<file path="src/rtl/wdog_window_sup.sv">
module wdog_window_sup #(
  parameter int POR_CYC     = 1000,
  parameter int CLOSED_CYC  = 800,
  parameter int OPEN_CYC    = 800,
  parameter int UV_FILT_CYC = 50,
  parameter int GOOD_SVC    = 3
) (
  input  logic clk,
  input  logic rst_n,
  input  logic svc_in,
  input  logic uv_in,
  output logic rst_out_n,
  output logic en_out_n
);
  localparam int PULSE_RAW = (CLOSED_CYC + OPEN_CYC) / 40;
  localparam int PULSE_CYC = (PULSE_RAW < 1) ? 1 : PULSE_RAW;
  localparam int M1   = (POR_CYC > CLOSED_CYC) ? POR_CYC : CLOSED_CYC;
  localparam int M2   = (OPEN_CYC > PULSE_CYC) ? OPEN_CYC : PULSE_CYC;
  localparam int MAXC = (M1 > M2) ? M1 : M2;
  localparam int CW   = $clog2(MAXC + 1);
  localparam int UW   = $clog2(UV_FILT_CYC + 1);
  localparam int GW   = $clog2(GOOD_SVC + 1);

  localparam logic [1:0] ST_POR = 2'd0;
  localparam logic [1:0] ST_CLS = 2'd1;
  localparam logic [1:0] ST_OPN = 2'd2;
  localparam logic [1:0] ST_PUL = 2'd3;

  logic [1:0]    st;
  logic [CW-1:0] cnt;
  logic [GW-1:0] good;
  logic [UW-1:0] uv_cnt;
  logic          s1, s2, s3;
  logic          svc_fall, uv_trip;

  always_ff @(posedge clk or negedge rst_n) begin
    if (!rst_n) begin
      s1 <= 1'b1;
      s2 <= 1'b1;
      s3 <= 1'b1;
    end else begin
      s1 <= svc_in;
      s2 <= s1;
      s3 <= s2;
    end
  end

  assign svc_fall = s3 & ~s2;

  always_ff @(posedge clk or negedge rst_n) begin
    if (!rst_n)          uv_cnt <= '0;
    else if (!uv_in)     uv_cnt <= '0;
    else if (!uv_trip)   uv_cnt <= uv_cnt + 1'b1;
  end

  assign uv_trip = (uv_cnt == UW'(UV_FILT_CYC));

  always_ff @(posedge clk or negedge rst_n) begin
    if (!rst_n) begin
      st   <= ST_POR;
      cnt  <= '0;
      good <= '0;
    end else if (uv_trip) begin
      st   <= ST_POR;
      cnt  <= '0;
      good <= '0;
    end else begin
      case (st)
        ST_POR: begin
          if (cnt == CW'(POR_CYC - 1)) begin
            st  <= ST_CLS;
            cnt <= '0;
          end else begin
            cnt <= cnt + 1'b1;
          end
        end
        ST_CLS: begin
          if (svc_fall) begin
            st   <= ST_PUL;
            cnt  <= '0;
            good <= '0;
          end else if (cnt == CW'(CLOSED_CYC - 1)) begin
            st  <= ST_OPN;
            cnt <= '0;
          end else begin
            cnt <= cnt + 1'b1;
          end
        end
        ST_OPN: begin
          if (svc_fall) begin
            st  <= ST_CLS;
            cnt <= '0;
            if (good != GW'(GOOD_SVC)) good <= good + 1'b1;
          end else if (cnt == CW'(OPEN_CYC - 1)) begin
            st   <= ST_PUL;
            cnt  <= '0;
            good <= '0;
          end else begin
            cnt <= cnt + 1'b1;
          end
        end
        default: begin
          if (cnt == CW'(PULSE_CYC - 1)) begin
            st  <= ST_CLS;
            cnt <= '0;
          end else begin
            cnt <= cnt + 1'b1;
          end
        end
      endcase
    end
  end

  assign rst_out_n = (st == ST_CLS) || (st == ST_OPN);
  assign en_out_n  = ~(rst_out_n && (good == GW'(GOOD_SVC)));
endmodule


</file>
<file path="config.mk">
export PLATFORM = sky130hd
export DESIGN_NAME = wdog_window_sup
export DESIGN_NICKNAME = d
export VERILOG_FILES = /design/src/rtl/wdog_window_sup.sv
export SDC_FILE = /design/constraint.sdc
export NUM_CORES = 1
export LEC_CHECK = 0
export BUFFER_PORTS_ARGS = -buffer_cell sky130_fd_sc_hd__buf_2
export CORE_MARGIN = 2
export CORE_UTILIZATION = 44
export CTS_BUF_LIST = sky130_fd_sc_hd__clkbuf_2
export CTS_CLUSTER_SIZE = 30
export DETAILED_ROUTE_END_ITERATION = 6
export SYNTH_ARGS = -nofsm -noshare
export SYNTH_HDL_FRONTEND = slang
export SYNTH_SLANG_ARGS = --single-unit
export TNS_END_PERCENT = 10
</file>
<file path="constraint.sdc">
create_clock -name clk -period 2.1 [get_ports clk]
set_input_delay 0.105 -clock clk [delete_from_list [all_inputs] [get_ports clk]]
set_output_delay 0.105 -clock clk [all_outputs]
set_load 0.02 [all_outputs]
</file>
==> flow_metrics.env <==
export IMPL_status="finished with violations"
export IMPL_violations="DRC"
export IMPL_nFillCells=270
export IMPL_utilization_pct=51.0
export IMPL_synth_area_sq_mm=0.00132
export IMPL_io_pins=6
export IMPL_detailedPlace_worstSlack_ns=0.276
export IMPL_fin_crit_sh_pct=87.5
export IMPL_clkTransAtPathRegs_ns=0.20
export IMPL_synth_seq_cells=23
export IMPL_critPathLaunch="cnt[0]"
export IMPL_die_height_um=58.9
export IMPL_area_delta_synth_final_pct=8.03
export IMPL_tritoncts="yes"
export IMPL_drtPass1Iterations=6
export IMPL_slowest_stage="dfrtp_1"
export IMPL_worst_hold_slack_ns=0.246
export IMPL_drt_initial_drc_count=24
export IMPL_start_util_pct=47.2
export IMPL_ctsLongestPathBuffers=2
export IMPL_yosysUniqueCellTypes=44
export IMPL_wl_um=2220
export IMPL_leakage_uw=0.000641
export IMPL_min_period_ns=1.84
export IMPL_drv_slew=0
export IMPL_wire_per_inst_um=13.2
export IMPL_fin_tns_setup_ns=0
export IMPL_cpPeakStageDelay_ns=0.46
export IMPL_nets=150
export IMPL_grt_max_degree=24
export IMPL_avgSynthCellArea_sq_um=10.5
export IMPL_diodes=0
export IMPL_synthFlopType="dfrtp_1"
export IMPL_path_cells="ha_1, and4b_4, a311oi_1, a211oi_2, o221a_1"
export IMPL_gr_total_overflow=0
export IMPL_cts_buffers=3
export IMPL_first_global_vias=953
export IMPL_power_density_mw_per_mm2=465
export IMPL_grt_pass1_wl_um=4040
export IMPL_rows=19
export IMPL_die_area_sq_mm=0.00346
export IMPL_cts_sinks=23
export IMPL_drc=2
export IMPL_drive_gt1_share_pct=16.8
export IMPL_path_class="register to register"
export IMPL_worst_slew_pin_transition_ns=0.506
export IMPL_htreeDepth=1
export IMPL_yosysSeqAreaShare_pct=43.8
export IMPL_final_cell_mix="20 x dfrtp_1, 16 x nor2_1, 9 x nand3_1"
export IMPL_final_antenna_net_count=0
export IMPL_setup_ws_ns=0.263
export IMPL_grtUsageTotal_pct=15.2
export IMPL_hold_violations=0
export IMPL_synth_cells=126
export IMPL_die_x_um=58.9
export IMPL_root_buffer="clkbuf_2"
export IMPL_final_common_cell="dfrtp_1"
export IMPL_vias_per_cell=5.42
export IMPL_crit_arrival_ns=2.08
export IMPL_clk_latency_ns=0.32
export IMPL_cp_required_ns=2.34
export IMPL_synth_edff_count=0
export IMPL_slew_headroom_pct=66.2
export IMPL_yosysWarnings=0
export IMPL_skew_ns=0.00125
export IMPL_crit_family="compound AO/OA/AOI/OAI gates"
export IMPL_synth_nets=138
export IMPL_antenna_found_initial=0
export IMPL_rr_startpoint="cnt[0]"
export IMPL_vdd_drop_max_mv=0.357
export IMPL_holdCritPathClass="primary input to asynchronous set/reset pin"
export IMPL_cp_start_kind="register"
export IMPL_rsz0062_at_grt="false"
export IMPL_via_count=910
export IMPL_dp_hpwl_um=1680
export IMPL_setup_worst_path_end_class="register"
export IMPL_async_flop_share_pct=100
export IMPL_setup_viol=0
export IMPL_critPathMaxFanout=5
export IMPL_max_freq_mhz=544
export IMPL_max_cap_viol_count=0
export IMPL_port_buffers=5
export IMPL_cp_buffers_inverters=0
export IMPL_fp_coreArea_sq_mm=0.00281
export IMPL_gp_congestion=0.817
-- registers in the layout, indices dropped and copies added (netlist names) --
register  cells
s2            1
st            2
uv_cnt        6
s3            1
cnt          10
good          2
s1            1
-- what timing repair did --
action                    4_1_cts  5_1_grt
resized for setup               0        0
hold endpoints to repair       23        0
buffers inserted                0        0
hold buffers                    3        0
-- cell usage after synthesis (2+ instances only) --
cell      instances  area share, %
and2_1            2           0.95
and3_1            2           0.95
nand2_1           7            2.0
ha_1              8            7.6
a21oi_1           3            1.1
inv_1             6            1.7
a311oi_1          2            1.3
nor2b_1           3            1.4
nor2_1           16            4.5
xor2_1            4            2.6
nand3_1           9            3.4
nor3_1            2           0.76
nand3b_1          2            1.1
dfrtp_1          20             38
dfstp_2           3            6.0
o211ai_1          2            1.1
xnor2_1           8            5.3
-- per-stage QoR --
stage / power (uW) / area, sq um / cells
after floorplan: 482 / 1320 / 126
after global placement: 498 / 1380 / 161
after detailed placement: 499 / 1380 / 161
after CTS: 679 / 1430 / 168
after global routing: 703 / 1430 / 168
final: 665 / 1430 / 168
-- report_power, final --
group	internal (uW)	switching [uW]
logic	15.0	19.6
registers	453	6.52
clock network	43.2	127
total	512	153
-- cell families (layout without fill, tap and decap cells) --
| kind of cell | Yosys count | after routing | share of synthesized area (%) |
|---|---|---|---|
| adders and majority gates | 8 | 8 | 7.56 |
| and+or+nand+nor | 57 | 57 | 24.7 |
| AOI/OAI and AO/OA | 17 | 17 | 12.7 |
| muxes | 1 | 1 | 0.756 |
| buffers and inverters | 8 | 19 | 2.65 |
| xor gates and xnor gates | 12 | 12 | 7.94 |
| DFF | 23 | 23 | 43.8 |
-- metal layers --
metal	part of all wire, %	track usage [%]
met1	52	20.4
met2	45	24.8
met3	2.3	4.84
met4	0.59	2.27
met5	0	0
-- area by class of cell --
class | count | area [sq um] | share of cell area, %
multi-input cells | 95 | 709 | 49.6
flip-flops and latches | 23 | 579 | 40.5
repair buffers | 8 | 55.1 | 3.85
well taps | 31 | 38.8 | 2.71
inverters | 7 | 27.5 | 1.92
clock buffers | 3 | 15.0 | 1.05
clock inverters | 1 | 5.00 | 0.350
-- path summary, 6_finish.rpt --
kind | endpoint | slack, ns | cells after the start
worst max-delay path | st[0] | 0.26 | 5
worst min-delay path | cnt[7] | 0.25 | 2
worst max register to register | st[0] | 0.26 | 5
worst min register to register | s2 | 0.37 | 0
max in group asynchronous | s3 | 1.49 | 2
min in group clk | s2 | 0.37 | 0
Power figures use the tool's default switching activity.
